--- src/rtl/tx_ring_pkg.sv ---
package tx_ring_pkg;
    localparam int REG_AW = 3;

    localparam logic [REG_AW-1:0] REG_CTRL  = 3'd0;
    localparam logic [REG_AW-1:0] REG_DESC  = 3'd1;
    localparam logic [REG_AW-1:0] REG_STAT  = 3'd2;
    localparam logic [REG_AW-1:0] REG_RING  = 3'd3;
    localparam logic [REG_AW-1:0] REG_PROD  = 3'd4;
    localparam logic [REG_AW-1:0] REG_CONS  = 3'd5;
    localparam logic [REG_AW-1:0] REG_FLAGS = 3'd6;

    localparam int CTRL_EN_BIT  = 0;
    localparam int CTL_LAST_BIT = 30;
    localparam int CTL_IRQ_BIT  = 31;
    localparam int FLAG_BUSY    = 0;
    localparam int FLAG_FULL    = 1;

    localparam int DESC_SHIFT = 3;   // two words per descriptor
    localparam int STAT_SHIFT = 2;   // one word per status entry

    typedef enum logic [2:0] {
        ST_IDLE,
        ST_PTR,
        ST_CTL,
        ST_FETCH,
        ST_SEND,
        ST_STAT,
        ST_ADV
    } tx_state_e;
endpackage

--- src/rtl/tx_ring_regs.sv ---
module tx_ring_regs
    import tx_ring_pkg::*;
#(
    parameter int DW    = 32,
    parameter int IDX_W = 8
) (
    input  logic              clk,
    input  logic              rst_n,
    input  logic              wr,
    input  logic [REG_AW-1:0] addr,
    input  logic [DW-1:0]     wdata,
    output logic [DW-1:0]     rdata,
    input  logic              cons_adv,
    input  logic              busy,
    output logic              tx_en,
    output logic [DW-1:0]     desc_base,
    output logic [DW-1:0]     stat_base,
    output logic [IDX_W-1:0]  cons_idx,
    output logic              pending
);
    logic [IDX_W-1:0] prod_q, cons_q, last_q, cons_after, new_prod;
    logic             full_q, en_q, prod_wr, full_set;
    logic [DW-1:0]    desc_q, stat_q;

    assign new_prod   = wdata[IDX_W-1:0];
    assign prod_wr    = wr && (addr == REG_PROD);
    assign cons_after = cons_adv ? ((cons_q == last_q) ? '0 : cons_q + 1'b1) : cons_q;
    assign full_set   = prod_wr && (new_prod != prod_q) && (new_prod == cons_after);

    always_ff @(posedge clk) begin
        if (!rst_n) begin
            en_q   <= 1'b0;
            desc_q <= '0;
            stat_q <= '0;
            last_q <= '0;
            prod_q <= '0;
            cons_q <= '0;
            full_q <= 1'b0;
        end else begin
            if (wr) begin
                case (addr)
                    REG_CTRL: en_q   <= wdata[CTRL_EN_BIT];
                    REG_DESC: desc_q <= wdata;
                    REG_STAT: stat_q <= wdata;
                    REG_RING: last_q <= wdata[IDX_W-1:0];
                    REG_PROD: prod_q <= new_prod;
                    default: ;
                endcase
            end
            cons_q <= cons_after;
            if (full_set)
                full_q <= 1'b1;
            else if (cons_adv)
                full_q <= 1'b0;
        end
    end

    always_comb begin
        rdata = '0;
        case (addr)
            REG_CTRL:  rdata[CTRL_EN_BIT] = en_q;
            REG_DESC:  rdata = desc_q;
            REG_STAT:  rdata = stat_q;
            REG_RING:  rdata[IDX_W-1:0] = last_q;
            REG_PROD:  rdata[IDX_W-1:0] = prod_q;
            REG_CONS:  rdata[IDX_W-1:0] = cons_q;
            REG_FLAGS: begin
                rdata[FLAG_BUSY] = busy;
                rdata[FLAG_FULL] = full_q;
            end
            default:   rdata = '0;
        endcase
    end

    assign tx_en     = en_q;
    assign desc_base = desc_q;
    assign stat_base = stat_q;
    assign cons_idx  = cons_q;
    assign pending   = full_q || (prod_q != cons_q);

    // an advance is only ever requested while work is outstanding
    assert_adv_pending_R8: assert property (@(posedge clk) disable iff (!rst_n)
        cons_adv |-> pending);
endmodule

--- src/rtl/tx_ring_lane_mux.sv ---
module tx_ring_lane_mux #(
    parameter int DW = 32,
    localparam int LANES  = DW / 8,
    localparam int LANE_W = $clog2(LANES)
) (
    input  logic [DW-1:0]     word,
    input  logic [LANE_W-1:0] sel,
    output logic [7:0]        byte_out
);
    logic [7:0] lanes [LANES];

    for (genvar g = 0; g < LANES; g++) begin : g_lane
        assign lanes[g] = word[8*g +: 8];
    end

    assign byte_out = lanes[sel];
endmodule

--- src/rtl/tx_ring_ctrl.sv ---
module tx_ring_ctrl
    import tx_ring_pkg::*;
#(
    parameter int DW    = 32,
    parameter int IDX_W = 8,
    parameter int LEN_W = 11,
    localparam int LANE_W = $clog2(DW / 8),
    localparam int REM_W  = LEN_W + 1
) (
    input  logic             clk,
    input  logic             rst_n,
    input  logic             tx_en,
    input  logic             pending,
    input  logic [DW-1:0]    desc_base,
    input  logic [DW-1:0]    stat_base,
    input  logic [IDX_W-1:0] cons_idx,
    output logic             mem_req,
    output logic             mem_we,
    output logic [DW-1:0]    mem_addr,
    output logic [DW-1:0]    mem_wdata,
    input  logic [DW-1:0]    mem_rdata,
    input  logic             mem_ack,
    output logic [7:0]       tx_data,
    output logic             tx_valid,
    output logic             tx_last,
    input  logic             tx_ready,
    output logic             cons_adv,
    output logic             irq_pulse,
    output logic             busy
);
    tx_state_e        state_q, state_d;
    logic [DW-1:0]    ptr_q, word_q;
    logic [LEN_W-1:0] len_q;
    logic             last_q, irq_q;
    logic [REM_W-1:0] remain_q;
    logic [DW-1:0]    slot_desc, slot_stat;
    logic             final_byte, word_end;

    assign slot_desc  = desc_base + (DW'(cons_idx) << DESC_SHIFT);
    assign slot_stat  = stat_base + (DW'(cons_idx) << STAT_SHIFT);
    assign final_byte = (remain_q == REM_W'(1));
    assign word_end   = &ptr_q[LANE_W-1:0];

    tx_ring_lane_mux #(.DW(DW)) u_lane (
        .word    (word_q),
        .sel     (ptr_q[LANE_W-1:0]),
        .byte_out(tx_data)
    );

    // state register
    always_ff @(posedge clk) begin
        if (!rst_n) state_q <= ST_IDLE;
        else        state_q <= state_d;
    end

    // next-state decode
    always_comb begin
        state_d = state_q;
        unique case (state_q)
            ST_IDLE:  if (tx_en && pending) state_d = ST_PTR;
            ST_PTR:   if (mem_ack) state_d = ST_CTL;
            ST_CTL:   if (mem_ack) state_d = ST_FETCH;
            ST_FETCH: if (mem_ack) state_d = ST_SEND;
            ST_SEND: begin
                if (tx_ready) begin
                    if (final_byte)    state_d = ST_STAT;
                    else if (word_end) state_d = ST_FETCH;
                end
            end
            ST_STAT:  if (mem_ack) state_d = ST_ADV;
            ST_ADV:   state_d = ST_IDLE;
            default:  state_d = ST_IDLE;
        endcase
    end

    // descriptor and data holding registers
    always_ff @(posedge clk) begin
        if (!rst_n) begin
            ptr_q    <= '0;
            word_q   <= '0;
            len_q    <= '0;
            last_q   <= 1'b0;
            irq_q    <= 1'b0;
            remain_q <= '0;
        end else begin
            unique case (state_q)
                ST_PTR: if (mem_ack) ptr_q <= mem_rdata;
                ST_CTL: if (mem_ack) begin
                    len_q    <= mem_rdata[LEN_W-1:0];
                    last_q   <= mem_rdata[CTL_LAST_BIT];
                    irq_q    <= mem_rdata[CTL_IRQ_BIT];
                    remain_q <= REM_W'(mem_rdata[LEN_W-1:0]) + REM_W'(1);
                end
                ST_FETCH: if (mem_ack) word_q <= mem_rdata;
                ST_SEND: if (tx_ready) begin
                    ptr_q    <= ptr_q + DW'(1);
                    remain_q <= remain_q - REM_W'(1);
                end
                default: ;
            endcase
        end
    end

    // outputs
    always_comb begin
        mem_req   = 1'b0;
        mem_we    = 1'b0;
        mem_addr  = '0;
        mem_wdata = '0;
        tx_valid  = 1'b0;
        tx_last   = 1'b0;
        cons_adv  = 1'b0;
        irq_pulse = 1'b0;
        unique case (state_q)
            ST_IDLE: ;
            ST_PTR: begin
                mem_req  = 1'b1;
                mem_addr = slot_desc;
            end
            ST_CTL: begin
                mem_req  = 1'b1;
                mem_addr = slot_desc + DW'(4);
            end
            ST_FETCH: begin
                mem_req  = 1'b1;
                mem_addr = {ptr_q[DW-1:LANE_W], {LANE_W{1'b0}}};
            end
            ST_SEND: begin
                tx_valid = 1'b1;
                tx_last  = final_byte && last_q;
            end
            ST_STAT: begin
                mem_req   = 1'b1;
                mem_we    = 1'b1;
                mem_addr  = slot_stat;
                mem_wdata = {1'b1, last_q, {(DW-2-LEN_W){1'b0}}, len_q};
            end
            ST_ADV: begin
                cons_adv  = 1'b1;
                irq_pulse = irq_q;
            end
            default: ;
        endcase
    end

    assign busy = (state_q != ST_IDLE);

    // an offered byte is held until accepted
    assert_hold_byte_R5: assert property (@(posedge clk) disable iff (!rst_n)
        tx_valid && !tx_ready |=> tx_valid && $stable(tx_data) && $stable(tx_last));
    // a memory request keeps its address until acknowledged
    assert_req_hold_R4: assert property (@(posedge clk) disable iff (!rst_n)
        mem_req && !mem_ack |=> mem_req && $stable(mem_addr) && $stable(mem_we));
    // the interrupt is a single-cycle pulse
    assert_irq_single_R10: assert property (@(posedge clk) disable iff (!rst_n)
        irq_pulse |=> !irq_pulse);
    // idle and disabled means no memory traffic next cycle
    assert_halt_idle_R11: assert property (@(posedge clk) disable iff (!rst_n)
        !tx_en && !busy |=> !mem_req);
    // idle with an empty ring issues no request
    assert_empty_quiet_R3: assert property (@(posedge clk) disable iff (!rst_n)
        !pending && !busy |=> !mem_req && !tx_valid);
endmodule

--- src/rtl/tx_ring_engine.sv ---
module tx_ring_engine
    import tx_ring_pkg::*;
#(
    parameter int DW    = 32,
    parameter int IDX_W = 8,
    parameter int LEN_W = 11
) (
    input  logic              clk,
    input  logic              rst_n,
    input  logic              reg_wr,
    input  logic [REG_AW-1:0] reg_addr,
    input  logic [DW-1:0]     reg_wdata,
    output logic [DW-1:0]     reg_rdata,
    output logic              mem_req,
    output logic              mem_we,
    output logic [DW-1:0]     mem_addr,
    output logic [DW-1:0]     mem_wdata,
    input  logic [DW-1:0]     mem_rdata,
    input  logic              mem_ack,
    output logic [7:0]        tx_data,
    output logic              tx_valid,
    output logic              tx_last,
    input  logic              tx_ready,
    output logic              irq_pulse
);
    logic             tx_en, pending, cons_adv, busy;
    logic [DW-1:0]    desc_base, stat_base;
    logic [IDX_W-1:0] cons_idx;

    tx_ring_regs #(.DW(DW), .IDX_W(IDX_W)) u_regs (
        .clk      (clk),
        .rst_n    (rst_n),
        .wr       (reg_wr),
        .addr     (reg_addr),
        .wdata    (reg_wdata),
        .rdata    (reg_rdata),
        .cons_adv (cons_adv),
        .busy     (busy),
        .tx_en    (tx_en),
        .desc_base(desc_base),
        .stat_base(stat_base),
        .cons_idx (cons_idx),
        .pending  (pending)
    );

    tx_ring_ctrl #(.DW(DW), .IDX_W(IDX_W), .LEN_W(LEN_W)) u_ctrl (
        .clk      (clk),
        .rst_n    (rst_n),
        .tx_en    (tx_en),
        .pending  (pending),
        .desc_base(desc_base),
        .stat_base(stat_base),
        .cons_idx (cons_idx),
        .mem_req  (mem_req),
        .mem_we   (mem_we),
        .mem_addr (mem_addr),
        .mem_wdata(mem_wdata),
        .mem_rdata(mem_rdata),
        .mem_ack  (mem_ack),
        .tx_data  (tx_data),
        .tx_valid (tx_valid),
        .tx_last  (tx_last),
        .tx_ready (tx_ready),
        .cons_adv (cons_adv),
        .irq_pulse(irq_pulse),
        .busy     (busy)
    );

    // the consume index moves two cycles after an acknowledged status write
    assert_cons_after_status_R8: assert property (@(posedge clk) disable iff (!rst_n)
        (cons_idx != $past(cons_idx)) |-> $past(mem_req && mem_we && mem_ack, 2));
endmodule

--- config.mk ---
export PLATFORM = sky130hd
export DESIGN_NAME = tx_ring_engine
export DESIGN_NICKNAME = d
export VERILOG_FILES = /design/src/rtl/tx_ring_pkg.sv /design/src/rtl/tx_ring_regs.sv /design/src/rtl/tx_ring_lane_mux.sv /design/src/rtl/tx_ring_ctrl.sv /design/src/rtl/tx_ring_engine.sv
export SDC_FILE = /design/constraint.sdc
export NUM_CORES = 1
export LEC_CHECK = 0
export BUFFER_PORTS_ARGS = -buffer_cell sky130_fd_sc_hd__buf_2
export CAP_MARGIN = 20
export CORE_ASPECT_RATIO = 0.75
export CORE_MARGIN = 5
export CORE_UTILIZATION = 54
export CTS_BUF_LIST = sky130_fd_sc_hd__clkbuf_8
export CTS_CLUSTER_DIAMETER = 150
export DETAILED_ROUTE_END_ITERATION = 10
export PLACE_DENSITY = 0.79
export SLEW_MARGIN = 20
export SYNTH_ARGS = -nofsm -noshare
export SYNTH_HDL_FRONTEND = slang
export SYNTH_SLANG_ARGS = --single-unit
--- constraint.sdc ---
create_clock -name clk -period 3 [get_ports clk]
set_clock_uncertainty 0.05 [all_clocks]
set_input_delay 0 -clock clk [delete_from_list [all_inputs] [get_ports clk]]
set_output_delay 0 -clock clk [all_outputs]
set_load 0.01 [all_outputs]
==> impl_results.md <==
* Status: complete, but fails checks
* Failing checks: negative setup slack
* Worst min path class: input port to register
* Core Region at 22,940 sq um
* Share of cells above drive strength 1 at 25.94%
* Initial core utilization at 54.55%
* Crit path max fanout at 6
* Async SR Flop Fraction at 0%
* Area Growth Syn to Fin at 30.68%
* CP required at 2.95 ns
* Die Span X at 185.8 um
* Routability cong. at 0.9383
* Total grt overflow at 0
* Most common cell after layout, fill and taps aside: nand2_1
* Number of diodes at 0
* Max clock buf depth at 2
* Lkg Pwr at 0.006586 uW
* Die area at 26,350 sq um
* Slew HR at 25.89%
* Yosys warning total at 0
* Detail Placement HPWL at 30,550 um
* Least-Margin Pin Slew at 1.104 ns
* Period utilization at 129.6%
* Post-synthesis mux area share at 3.259%
* CTS Buf Count at 17
* Setup ws final at -0.8873 ns
* Clock Latency Late Sink at 0.50 ns
* Cells along the critical path: ha_4 -> inv_2 -> fa_2 -> nand2b_4 -> buf_4 -> a21oi_4 -> o21ai_2 -> nor3_1 -> o21ai_2 -> or4b_4 -> nor4b_4 -> xnor2_1 -> o21ai_1 -> buf_2
* Port Buffers at 161
* Setup Viol. Count Final at 24
* Largest net degree at the start of global routing at 84
* Sum of negative setup slack at -14.77 ns
* DRT antenna net count at 0
* Slowest CP cell: or4b_4
* H-tree lvl count at 4
* DRC Markers at 0
* Drt via density at 6.102
* Highest clock rate at 257.2 MHz
* Max Cap Viol at 0
* Critical Path AT at 3.84 ns
* VDD IR max at 273.8 uV
* Clock root buffer master: clkbuf_8
* Syn avg cell area at 7.428 sq um
* First-pass GRT wire length at 68,950 um
* Number of global-route vias before repair at 13,053
* Post-synth EDFFs at 0
* Yosys cell types at 81
* Final WL at 44,380 um
* Site row count at 48
* Total power at 4682 uW
* Post-Synth Adder-Cell Area at 2.519%
* CTS tree: built
* Cell count after synthesis at 1,685
* CP Capture Type: primary output
* Final core utilization at 71.29%
* Unrepaired setup endpoints after global routing: yes
* Total track usage at 32.17%
* Commonest cells after routing, fill and taps aside: nand2_1 (336), buf_4 (168), dfxtp_1 (168)
* Simple-gate area share of the yosys netlist at 25.20%
* Die Span Y at 141.8 um
* PwrDens at 286.3 nW/um^2
* Crit path kind: register to primary output
* Num ports at 181
* Initial drt markers at 1,584
* Tmin final at 3.887 ns
* First-pass detailed-route iteration total at 6
* CP max stage delay at 0.62 ns
* Post-synthesis compound-gate area fraction at 25.50%
* Most used cell along the critical path: o21ai_2
* DR vias at 14,016
* Ys flop type: dfxtp_1
* Hold Vio Cnt, Final at 0
* Synthesized flop and latch total at 182
* Routed WL per cell at 19.32 um
* Combinational family with the most area after synthesis: compound AO/OA/AOI/OAI gates
* CTS sink count at 182
* Post-Synth XOR/XNOR Area at 8.457%
* Nets at 2,080
* Post-Place Setup Slack at -0.3123 ns
* Clock-pin slew on the worst setup and hold paths at 0.11 ns
* Initial antenna violation count at 1
* Sequential share of the synthesized area at 29.11%
* CP Launch Type: register
* Post-Syn Area at 12,520 sq um
* Slew Limit Fails at 0
[stage by stage]
step | std cells | hold slack [ns] | instance area [sq um]
floorplan | 1703 | 0.09491 | 12770
global placement | 2171 | 0.2143 | 14500
detailed placement | 2171 | 0.2219 | 14500
CTS | 2285 | 0.009053 | 16030
global route | 2297 | 0.06107 | 16360
finish | 2297 | 0.03617 | 16360
[cells in the mapped netlist, types with 7 or more instances]
cell type,number,area [sq um]
nor4_1,7,43.79
o21ai_1,12,60.06
a221oi_1,8,70.07
o22ai_1,17,106.4
clkbuf_1,112,420.4
o21ai_0,86,430.4
nor2_1,110,412.9
and3_1,34,212.7
nand2b_1,9,56.30
mux2i_1,16,160.2
ha_1,22,275.3
nor3_1,28,140.1
inv_1,24,90.09
a21boi_0,128,960.9
a31oi_1,9,56.30
a21oi_1,86,430.4
nand2_1,341,1280
nor2b_1,21,131.4
xnor2_1,79,691.9
dfxtp_1,182,3643
nand4_1,31,193.9
o221a_2,12,135.1
buf_2,7,35.03
and2_1,29,181.4
buf_4,20,150.1
buf_1,7,26.28
nand3_1,45,225.2
xor2_1,40,350.3
mux4_2,9,202.7
a22oi_1,12,90.09
a21o_1,8,60.06
a222oi_1,13,130.1
a22o_1,29,254.0
[worst paths after layout]
check                            from           endpoint  slack [ns]  cells after the start
setup / recovery  u_regs.desc_base[3]       mem_addr[27]       -0.89                     14
hold / removal               tx_ready    u_ctrl.ptr_q[3]        0.04                      4
setup reg to reg      u_ctrl.ptr_q[0]   u_ctrl.ptr_q[28]        0.25                     10
hold reg to reg     u_ctrl.word_q[20]  u_ctrl.word_q[20]        0.42                      2
[registers in the layout (all words and copies together), names as in the netlist, 3 cells and up]
name	flops
u_ctrl.len_q	11
u_ctrl.ptr_q	32
u_ctrl.remain_q	12
u_ctrl.state_q	3
u_ctrl.word_q	32
u_regs.cons_idx	8
u_regs.desc_base	32
u_regs.last_q	8
u_regs.prod_q	8
u_regs.stat_base	32
[final cells by class]
cell class	count	area, sq um
Clock buffer	18	247.7
Clock inverter	14	120.1
Fill cell	1781	6586
Inverter	26	97.59
Multi-Input combinational cell	1348	8919
Sequential cell	182	3666
Tap cell	300	375.4
Timing Repair Buffer	409	2930
[cell families after synthesis]
logic type,count (synthesis)
AOI/OAI and AO/OA,467
xor gates and xnor gates,120
adders and majority gates,24
buffers and inverters,173
DFF,182
muxes,29
other,1
and+or+nand+nor,689
[report_power, final]
| part | switching, uW | internal (uW) | leakage, uW | total, uW |
|---|---|---|---|---|
| Sequential | 34.5 | 2440 | 0.00148 | 2470 |
| Clock | 1040 | 621 | 0.000185 | 1660 |
| Combinational | 299 | 245 | 0.00492 | 544 |
| Total | 1380 | 3310 | 0.00659 | 4680 |
[what timing repair did]
item,4_1_cts,5_1_grt
hold buffers,67,0
endpoints found under the hold margin,165,0
pin swaps,47,59
setup buffers,18,17
gates resized for setup,83,48
endpoints found under the setup margin,24,26
[worst max-delay path, delay by kind of cell, from the launching register on]
kind / cells / cell delay (ns)
xor gates and xnor gates: 1 / 0.12
buffers and inverters: 3 / 0.33
adders and majority gates: 2 / 0.48
AOI/OAI and AO/OA: 4 / 0.64
DFF: 1 / 0.37
and+or+nand+nor: 4 / 1.40
[layer usage]
metal	GRT usage [%]	routed length (um)	up-vias
met2	49.80	19930	772
met3	6.996	4104	152
met5	0	11	-
met1	43.72	18530	6606
met4	12.99	1804	2
li1	-	-	6484
(Power assumes the default switching activity.)
